--- src/rtl/tmr_flag_pkg.sv ---
package tmr_flag_pkg;

    typedef enum logic [3:0] {
        REG_CHDATA = 4'd0,
        REG_CNT    = 4'd1,
        REG_PA_CNT = 4'd2,
        REG_PB_CNT = 4'd3,
        REG_MOD    = 4'd4,
        REG_FL_CH  = 4'd5,
        REG_FL_OVF = 4'd6,
        REG_FL_PA  = 4'd7,
        REG_FL_PB  = 4'd8,
        REG_FL_MZ  = 4'd9
    } tmr_reg_e;

    typedef struct packed {
        logic ovf;
        logic pa_ovf;
        logic pa_edge;
        logic pb_ovf;
        logic mz;
    } misc_flags_t;

    localparam int MISC_W = $bits(misc_flags_t);

endpackage

--- src/rtl/tmr_flag_cell.sv ---
module tmr_flag_cell #(
    parameter int W = 1
) (
    input  logic [W-1:0] set_i,
    input  logic [W-1:0] clr_i,
    input  logic [W-1:0] cur_i,
    output logic [W-1:0] nxt_o
);
    // set has priority over clear so that no event is dropped
    for (genvar b = 0; b < W; b++) begin : g_bit
        always_comb begin
            if (set_i[b])      nxt_o[b] = 1'b1;
            else if (clr_i[b]) nxt_o[b] = 1'b0;
            else               nxt_o[b] = cur_i[b];
        end
    end
endmodule

--- src/rtl/tmr_clr_decode.sv ---
module tmr_clr_decode
    import tmr_flag_pkg::*;
#(
    parameter int NCH = 8,
    localparam int IW = (NCH > 1) ? $clog2(NCH) : 1
) (
    input  logic              fast_i,
    input  logic              vld_i,
    input  logic              wr_i,
    input  logic [3:0]        sel_i,
    input  logic [IW-1:0]     idx_i,
    input  logic [NCH-1:0]    wdata_i,
    input  logic [NCH-1:0]    is_oc_i,
    output logic [NCH-1:0]    ch_clr_o,
    output misc_flags_t       misc_clr_o
);
    tmr_reg_e sel;
    logic     norm_wr;
    logic     fast_acc;

    assign sel      = tmr_reg_e'(sel_i);
    assign norm_wr  = vld_i && wr_i && !fast_i;
    assign fast_acc = vld_i && fast_i;

    // channel clears: one decoder slice per channel
    for (genvar i = 0; i < NCH; i++) begin : g_ch
        logic hit;
        logic dir_ok;
        assign hit    = fast_acc && (sel == REG_CHDATA) && (idx_i == IW'(i));
        assign dir_ok = is_oc_i[i] ? wr_i : !wr_i;
        assign ch_clr_o[i] = (hit && dir_ok) ||
                             (norm_wr && (sel == REG_FL_CH) && wdata_i[i]);
    end

    always_comb begin
        misc_clr_o = '0;
        if (fast_acc) begin
            unique case (sel)
                REG_CNT:    misc_clr_o.ovf = 1'b1;
                REG_PA_CNT: begin
                    misc_clr_o.pa_ovf  = 1'b1;
                    misc_clr_o.pa_edge = 1'b1;
                end
                REG_PB_CNT: misc_clr_o.pb_ovf = 1'b1;
                REG_MOD:    misc_clr_o.mz = 1'b1;
                default:    ;
            endcase
        end else if (norm_wr) begin
            unique case (sel)
                REG_FL_OVF: misc_clr_o.ovf = wdata_i[0];
                REG_FL_PA: begin
                    misc_clr_o.pa_edge = wdata_i[0];
                    misc_clr_o.pa_ovf  = (NCH > 1) ? wdata_i[NCH > 1 ? 1 : 0] : 1'b0;
                end
                REG_FL_PB:  misc_clr_o.pb_ovf = wdata_i[0];
                REG_FL_MZ:  misc_clr_o.mz = wdata_i[0];
                default:    ;
            endcase
        end
    end
endmodule

--- src/rtl/tmr_flag_bank.sv ---
module tmr_flag_bank
    import tmr_flag_pkg::*;
#(
    parameter int NCH = 8,
    localparam int IW = (NCH > 1) ? $clog2(NCH) : 1
) (
    input  logic           clk,
    input  logic           rst_n,
    input  logic           fast_clr_all,
    input  logic [NCH-1:0] ch_is_oc,
    input  logic [NCH-1:0] ch_evt,
    input  logic           ovf_evt,
    input  logic           pa_ovf_evt,
    input  logic           pa_edge_evt,
    input  logic           pb_ovf_evt,
    input  logic           mz_evt,
    input  logic           acc_vld,
    input  logic           acc_wr,
    input  logic [3:0]     acc_sel,
    input  logic [IW-1:0]  acc_idx,
    input  logic [NCH-1:0] acc_wdata,
    output logic [NCH-1:0] ch_flg,
    output logic           ovf_flg,
    output logic           pa_ovf_flg,
    output logic           pa_edge_flg,
    output logic           pb_ovf_flg,
    output logic           mz_flg
);
    typedef struct packed {
        logic [NCH-1:0] ch;
        misc_flags_t    misc;
    } flag_state_t;

    localparam int SW = $bits(flag_state_t);

    flag_state_t st_d, st_q;
    logic [NCH-1:0] ch_clr;
    misc_flags_t    misc_clr;
    misc_flags_t    misc_set;
    flag_state_t    set_all, clr_all;
    logic [SW-1:0]  nxt_vec;

    tmr_clr_decode #(.NCH(NCH)) u_dec (
        .fast_i     (fast_clr_all),
        .vld_i      (acc_vld),
        .wr_i       (acc_wr),
        .sel_i      (acc_sel),
        .idx_i      (acc_idx),
        .wdata_i    (acc_wdata),
        .is_oc_i    (ch_is_oc),
        .ch_clr_o   (ch_clr),
        .misc_clr_o (misc_clr)
    );

    always_comb begin
        misc_set.ovf     = ovf_evt;
        misc_set.pa_ovf  = pa_ovf_evt;
        misc_set.pa_edge = pa_edge_evt;
        misc_set.pb_ovf  = pb_ovf_evt;
        misc_set.mz      = mz_evt;
        set_all.ch   = ch_evt;
        set_all.misc = misc_set;
        clr_all.ch   = ch_clr;
        clr_all.misc = misc_clr;
    end

    tmr_flag_cell #(.W(SW)) u_cells (
        .set_i (set_all),
        .clr_i (clr_all),
        .cur_i (st_q),
        .nxt_o (nxt_vec)
    );

    always_comb begin
        st_d = flag_state_t'(nxt_vec);
    end

    always_ff @(posedge clk) begin
        if (!rst_n) st_q <= '0;
        else        st_q <= st_d;
    end

    assign ch_flg      = st_q.ch;
    assign ovf_flg     = st_q.misc.ovf;
    assign pa_ovf_flg  = st_q.misc.pa_ovf;
    assign pa_edge_flg = st_q.misc.pa_edge;
    assign pb_ovf_flg  = st_q.misc.pb_ovf;
    assign mz_flg      = st_q.misc.mz;
endmodule

--- config.mk ---
export PLATFORM = sky130hd
export DESIGN_NAME = tmr_flag_bank
export DESIGN_NICKNAME = d
export VERILOG_FILES = /design/src/rtl/tmr_flag_pkg.sv /design/src/rtl/tmr_flag_cell.sv /design/src/rtl/tmr_clr_decode.sv /design/src/rtl/tmr_flag_bank.sv
export SDC_FILE = /design/constraint.sdc
export NUM_CORES = 1
export LEC_CHECK = 0
export BUFFER_PORTS_ARGS = -buffer_cell sky130_fd_sc_hd__clkbuf_2
export CAP_MARGIN = 5
export CORE_UTILIZATION = 46
export DETAILED_ROUTE_END_ITERATION = 16
export GPL_ROUTABILITY_DRIVEN = 1
export GPL_TIMING_DRIVEN = 0
export PLACE_DENSITY = 0.82
export SLEW_MARGIN = 40
export SYNTH_ARGS = -nofsm -noshare
export SYNTH_HDL_FRONTEND = slang
export SYNTH_HIERARCHICAL = 1
export SYNTH_SLANG_ARGS = --single-unit
--- constraint.sdc ---
create_clock -name clk -period 2.5 [get_ports clk]
set_input_delay 0 -clock clk [delete_from_list [all_inputs] [get_ports clk]]
set_output_delay 0 -clock clk [all_outputs]
set_load 0.005 [all_outputs]
==> results of run 1 <==
-- cell families (layout without fill, tap and decap cells) --
| group | Yosys count | count (layout) |
|---|---|---|
| and+or+nand+nor | 37 | 37 |
| AOI/OAI and AO/OA | 26 | 26 |
| buffers and inverters | 17 | 78 |
| DFF | 13 | 13 |
| xor gates and xnor gates | 8 | 8 |
-- cells in the final DEF, fill, tap and decap left out, types with 2 or more instances in the layout --
cell           instances
nor2b_1                3
a21o_1                13
dlygate4sd3_1          6
clkbuf_2              51
nand4_1                2
and2_2                 9
a32o_1                 8
and2_1                 5
xnor2_1                8
nand2b_1               2
clkbuf_4               3
dfxtp_1               13
inv_1                 13
nand2_1                4
buf_2                  2
o21a_1                 2
nor3_1                 2
nor2_1                 3
-- worst max-delay path, stage by stage --
cell and delay, ps:
clkbuf_2 110, nand4bb_4 280, nor4b_4 410, a32o_1 220, inv_1 40, a21o_1 160, and2_2 180
-- routing by layer --
layer | vias to the layer above | global-route usage, % | wire length [µm]
met5 | - | 0 | 0
met4 | 0 | 10.6 | 13
met3 | 2 | 2.35 | 119
met2 | 33 | 37.5 | 1160
met1 | 414 | 23.8 | 859
li1 | 474 | - | -
-- power breakdown --
group | switching [mW] | leakage, nW | internal, mW
sequential | 0.00710 | 0.109 | 0.222
combinational | 0.0517 | 0.480 | 0.0751
clock | 0.0683 | 0.0150 | 0.0619
-- per-stage QoR --
stage          instance area [µm²]  hold slack [ps]
6_report                      1280             10.8
5_1_grt                       1280             6.24
3_3_place_gp                  1190              272
4_1_cts                       1280             2.92
2_1_floorplan                  907              136
3_5_place_dp                  1190              282
-- registers in the layout, indices dropped and copies added (netlist names) --
name,count
pa_ovf_flg,1
ovf_flg,1
mz_flg,1
ch_flg,8
pb_ovf_flg,1
pa_edge_flg,1
-- area by class of cell --
cell class                      instances  area [µm²]
Multi-Input combinational cell         71         569
Timing Repair Buffer                   57         315
Tap cell                               25        31.3
Buffer                                  4        28.8
Fill cell                             151         503
Inverter                               13        48.8
Clock buffer                            4        26.3
Sequential cell                        13         260
-- worst paths after layout --
kind                                  from   endpoint  slack (ps)  cells past startpoint
worst min register to register   ch_flg[1]  ch_flg[1]         560                      2
worst max register to register   ch_flg[5]  ch_flg[5]        1760                      2
worst min-delay path             ch_evt[7]  ch_flg[7]          10                      3
worst max-delay path            acc_sel[2]  ch_flg[5]        1270                      7
-- repair_timing --
item / in CTS / in global routing
buffers inserted: 0 / 0
hold endpoints to repair: 8 / 0
hold buffers: 6 / 0
==> implementation parameters, run 1 <==
Parameter                              Value

Critical path
  Largest fanout on the critical path    5
  Startpoint types    input pin
  Critical path arrival    1400 ps
  Endpoint type of the worst setup path    register
  Type of the worst setup path    in -> reg
  Required time of the critical path    2670 ps

Die
  Starting Density    50.9%
  Width of the die    46.4 µm
  Total core area    1780 µm²
  Standard-cell row count    15
  Die area    2150 µm²
  Count of pins on the block boundary    54
  Die height    46.4 µm

Global route
  Maximum number of pins on one net before global-route repair    11
  Wire length of the first global-routing pass    3170 µm
  Gr ovfl total    0
  All-layer global routing usage    20.9%
  Vias in the first global route    826
  Number of antenna violations at the first check in global routing    0

Logic synthesis
  Multiplexer share of the synthesized area    0%
  #FFs+latches synth    13
  Fraction of synthesis flops using an asynchronous set or reset pin    0%
  Cell types with the largest area share after synthesis    dfxtp_1 (29%), a21o_1 (11%), a32o_1 (8.8%), xnor2_1 (7.7%), and2_2 (7.4%)
  Number of synthesized flops with an enable pin    0
  Library cell with the largest summed area after synthesis    dfxtp_1
  Most numerous cell types in the synthesized netlist    a21o_1 (13), dfxtp_1 (13), inv_1 (13), and2_2 (9)
  Basic-gate share of the synthesized area counting and, or, nand and nor cells    31.7%
  Count of warnings emitted by yosys    6
  Synthesized-area fraction occupied by xor and xnor cells    7.72%
  Synth unique cells    27
  Synthesized instance count    101
  Average instance area after synthesis    8.98 µm²
  Area share of fa/ha/maj cells after synthesis    0%
  Most instantiated flip-flop cell in the synthesis netlist    dfxtp_1
  Area fraction in compound gates after synthesis    23.3%
  Yosys top cell area share    28.7%
  Main combinational cell family by area after synthesis    simple AND/OR/NAND/NOR gates
  Combined area of all synthesized cells    907 µm²
  Portion of the post-synthesis area used by sequential elements    28.7%
  Nets in the synthesized netlist    142

Clock network
  Number of buffers on the longest clock path    2
  Clock-pin slew on the worst setup and hold paths    80 ps
  CTS root buf    clkbuf_4
  CTS tree    done
  Number of gates given a new drive strength after cts    0
  Worst skew pair latency    270 ps
  Total CTS buffers    3
  TritonCTS Sinks    13
  Number of H-tree branching levels    1

Placement
  Placed cells    177
  Routability-driven placement congestion ratio    0.786
  Pre-CTS setup slack    1000 ps
  Post-DP HPWL    1670 µm
  Total of buffers placed on input and output ports    51

Timing
  Unrepaired setup endpoints after global routing    no
  Max frequency    0.814 GHz
  Share of the clock period used by the worst path after layout    49.1%
  Setup-violating endpoint count in the final report    0
  Number of slew-limit violations in the final report    0
  Tightest Pin Transition    465 ps
  Worst clock skew    0 ps
  Final total negative setup slack    0 ps
  Time the worst path needs with I/O delays and setup    1230 ps
  Number of hold violations in the final report    0
  PnR worst setup slack    1270 ps
  Worst rel slew slack    68.8%

Cells and area
  Number of diodes    0
  Number of standard cells in the final layout excluding fillers    187
  Layout cell share with drive strength beyond 1    44.4%
  Net count of the finished layout    204
  Fraction of the core area covered by cells at the end of the flow    71.8%
  Syn-to-layout area delta    41.1%

Routing
  Post-route DRC    0
  First DRT Iteration DRCs    12
  Wire length per cell    11.5 µm
  Post-detailed-route count of antenna-violating nets    0
  Total wire length    2150 µm
  Count of TritonRoute iterations in the first routing pass    4
  Total via count in the routed design    923
  Mean number of vias per cell    4.94

Power
  Leak pwr    0.604 nW
  Worst supply voltage drop on vdd    291 µV
  Cell area power density    380 nW/µm²
  Post-layout power    0.486 mW

Run status
  Status    completed

Job
  Max Cap Violations    0

Min path
  Class of the tightest hold or removal check    in -> reg
Note: power is estimated with default switching activity, not from simulation.
==> inputs of run 2 (changes only) <==
Settings changed: ABC_AREA set to 1, CORE_UTILIZATION 46 to 45, PLACE_DENSITY 0.82 to 0.77.
Clock period 2.5 ns to 1.25 ns, I/O delays scaled along.
==> implementation parameters, run 2 <==
Parameter                              Value

Die
  Count of pins on the block boundary    54 (unchanged)
  Die height    50.9 µm (was 46.4 µm)
  Die area    2590 µm² (was 2150 µm²)
  Starting Density    48.2% (was 50.9%)
  Width of the die    50.9 µm (was 46.4 µm)
  Standard-cell row count    17 (was 15)
  Total core area    2230 µm² (was 1780 µm²)

Placement
  Total of buffers placed on input and output ports    52 (was 51)
  Routability-driven placement congestion ratio    0.808 (was 0.786)
  Post-DP HPWL    1940 µm (was 1670 µm)
  Area post-placement    1370 µm² (was 1190 µm²)

Min path
  Hold Crit Depth    5 (was 3)
  Class of the tightest hold or removal check    in -> reg (unchanged)
  Hold path start    ch_evt[7] (unchanged)

Timing
  Worst clock skew    0 ps (unchanged)
  Worst rel slew slack    85.1% (was 68.8%)
  Share of the clock period used by the worst path after layout    64.3%
  Tightest Pin Transition    223 ps (was 465 ps)
  Unrepaired setup endpoints after global routing    no (unchanged)
  Final total negative setup slack    0 ps (unchanged)
  Setup-violating endpoint count in the final report    0 (unchanged)
  Number of hold violations in the final report    0 (unchanged)
  Time the worst path needs with I/O delays and setup    803 ps
  Max frequency    1.24 GHz
  Number of slew-limit violations in the final report    0 (unchanged)

Routing
  Total via count in the routed design    1303 (was 923)
  First DRT Iteration DRCs    24 (was 12)
  Total wire length    2540 µm (was 2150 µm)
  Post-detailed-route count of antenna-violating nets    0 (unchanged)
  Count of TritonRoute iterations in the first routing pass    4 (unchanged)
  Wire length per cell    8.38 µm (was 11.5 µm)
  Mean number of vias per cell    4.30 (was 4.94)
  Post-route DRC    0 (unchanged)

Clock network
  Number of H-tree branching levels    1 (unchanged)
  CTS tree    done (unchanged)
  Worst skew pair latency    270 ps (about the same)
  Total CTS buffers    3 (unchanged)
  CTS root buf    clkbuf_4 (unchanged)
  Number of buffers on the longest clock path    2 (unchanged)
  Clock-pin slew on the worst setup and hold paths    90 ps (was 80 ps)
  TritonCTS Sinks    13 (unchanged)

Run status
  Status    completed (unchanged)

Logic synthesis
  Average instance area after synthesis    5.20 µm² (was 8.98 µm²)
  Nets in the synthesized netlist    248 (was 142)
  Portion of the post-synthesis area used by sequential elements    24.2% (was 28.7%)
  Cell with the most instances after synthesis    nand2_1
  Count of warnings emitted by yosys    6 (unchanged)
  Synth unique cells    11 (was 27)
  Library cell with the largest summed area after synthesis    nand2_1 (was dfxtp_1)
  Synthesized instance count    207 (was 101)
  Most instantiated flip-flop cell in the synthesis netlist    dfxtp_1 (unchanged)
  #FFs+latches synth    13 (unchanged)
  Fraction of synthesis flops using an asynchronous set or reset pin    0% (unchanged)
  Number of synthesized flops with an enable pin    0 (unchanged)
  Yosys top cell area share    32.8% (was 28.7%)
  Cell types with the largest area share after synthesis    nand2_1 (33%), dfxtp_1 (24%), inv_1 (20%), nand3_1 (8.8%), nor2_1 (5.2%) (was dfxtp_1 (29%), a21o_1 (11%), a32o_1 (8.8%), xnor2_1 (7.7%), and2_2 (7.4%))
  Combined area of all synthesized cells    1080 µm² (was 907 µm²)
  Most numerous cell types in the synthesized netlist    nand2_1 (94), inv_1 (57), nand3_1 (19), nor2_1 (15), dfxtp_1 (13) (was a21o_1 (13), dfxtp_1 (13), inv_1 (13), and2_2 (9))

Job
  Max Cap Violations    0 (unchanged)

Power
  Post-layout power    1.03 mW (was 0.486 mW)
  Cell area power density    676 nW/µm² (was 380 nW/µm²)
  Worst supply voltage drop on vdd    620 µV (was 291 µV)
  Leak pwr    1.04 nW (was 0.604 nW)

Critical path
  Reg-to-reg setup timing slack    630 ps (was 1760 ps)
  Type of the worst setup path    in -> reg (unchanged)
  Largest fanout on the critical path    8 (was 5)
  Count of cells along the worst register-to-register path    4 (was 2)
  Endpoint type of the worst setup path    register (unchanged)
  Startpoint types    input pin (unchanged)
  Reg-to-reg startpoint    pa_ovf_flg (was ch_flg[5])
  Critical path arrival    990 ps (was 1400 ps)
  Worst setup startpoint    acc_sel[0] (was acc_sel[2])
  Required time of the critical path    1430 ps (was 2670 ps)

Cells and area
  Number of inserted filler cells in the final layout    235 (was 151)
  Cell area after layout    1520 µm² (was 1280 µm²)
  Commonest non-fill, non-tap cells in the layout    nand2_1 (94), inv_1 (57), clkbuf_2 (52) (was clkbuf_2 (51), dfxtp_1 (13), inv_1 (13), a21o_1 (13), and2_2 (9))
  Net count of the finished layout    317 (was 204)
  Number of diodes    0 (unchanged)
  Fraction of the core area covered by cells at the end of the flow    68.0% (was 71.8%)
  Leading cell type in the layout, fill and taps excluded    nand2_1 (was clkbuf_2)
  Flip-flop count of the largest register, all copies and words added    8 (unchanged)
  Syn-to-layout area delta    41.0% (was 41.1%)
  Layout cell share with drive strength beyond 1    22.5% (was 44.4%)

Global route
  Gr ovfl total    0 (unchanged)
  All-layer global routing usage    21.2% (was 20.9%)
  Maximum number of pins on one net before global-route repair    11 (unchanged)
  Vias in the first global route    1172 (was 826)
  Number of antenna violations at the first check in global routing    0 (unchanged)
  Wire length of the first global-routing pass    4310 µm (was 3170 µm)
## run 2: cell count changes after synthesis, sizes merged, moves of 13 or more
cell   before  now
a21o       13    0
inv        13   57
nand3       0   19
nor2        3   18
and2       14    0
nand2       4   95
## run 2: repair_timing
item	in CTS	in global routing
setup buffers	0	0
hold buffers	12	0
hold endpoints to repair	11	0
gates resized for setup	0	0
## run 2: path summary, 6_finish.rpt
check                     to
setup / recovery   ch_flg[0]
hold / removal     ch_flg[7]
setup reg to reg  pa_ovf_flg
hold reg to reg    ch_flg[2]
## run 2: area by class of cell
class / count / area [µm²] / share of cell area, %
Buffer: 3 / 33.8 / 2.22
Clock buffer: 4 / 26.3 / 1.73
Inverter: 57 / 214 / 14.1
Multi-Input combinational cell: 134 / 569 / 37.5
Sequential cell: 13 / 260 / 17.1
Tap cell: 28 / 35.0 / 2.31
Timing Repair Buffer: 64 / 380 / 25.0
## run 2: cells by family after synthesis
group                  after synthesis  share of synthesized area, %
AOI/OAI and AO/OA                    1                         0.464
and+or+nand+nor                    133                          52.4
DFF                                 13                          24.2
buffers and inverters               60                          23.0
## run 2: critical path: stages
cell and delay (ps):
clkbuf_2 110, nor2_1 210, nand2_1 130, nor2_4 180
nand2_1 100, nand2_1 60, inv_1 30, nand2_1 50
nand2_1 40, nand2_1 50, inv_1 30
## run 2: power breakdown
part           leakage (nW)  switching, mW  internal [mW]  total (mW)
Combinational         0.912          0.152          0.148       0.300
Clock                0.0150          0.145          0.123       0.268
Sequential            0.109         0.0150          0.444       0.459
## run 2: per-layer routing
metal / wire length [µm] / track usage, % / vias up
met4: 10 / 4.17 / 0
met2: 1290 / 40.8 / 36
li1: - / - / 723
met3: 124 / 3.27 / 2
met5: 0 / 0 / -
met1: 1120 / 24.3 / 542
## run 2: per-stage QoR
step	setup WS [ps]	hold WS, ps	std cells
6_report	447	2.61	303
5_1_grt	349	1.29	303
4_1_cts	465	2.71	303
3_5_place_dp	173	250	287
3_3_place_gp	181	248	287
2_1_floorplan	426	93.5	207
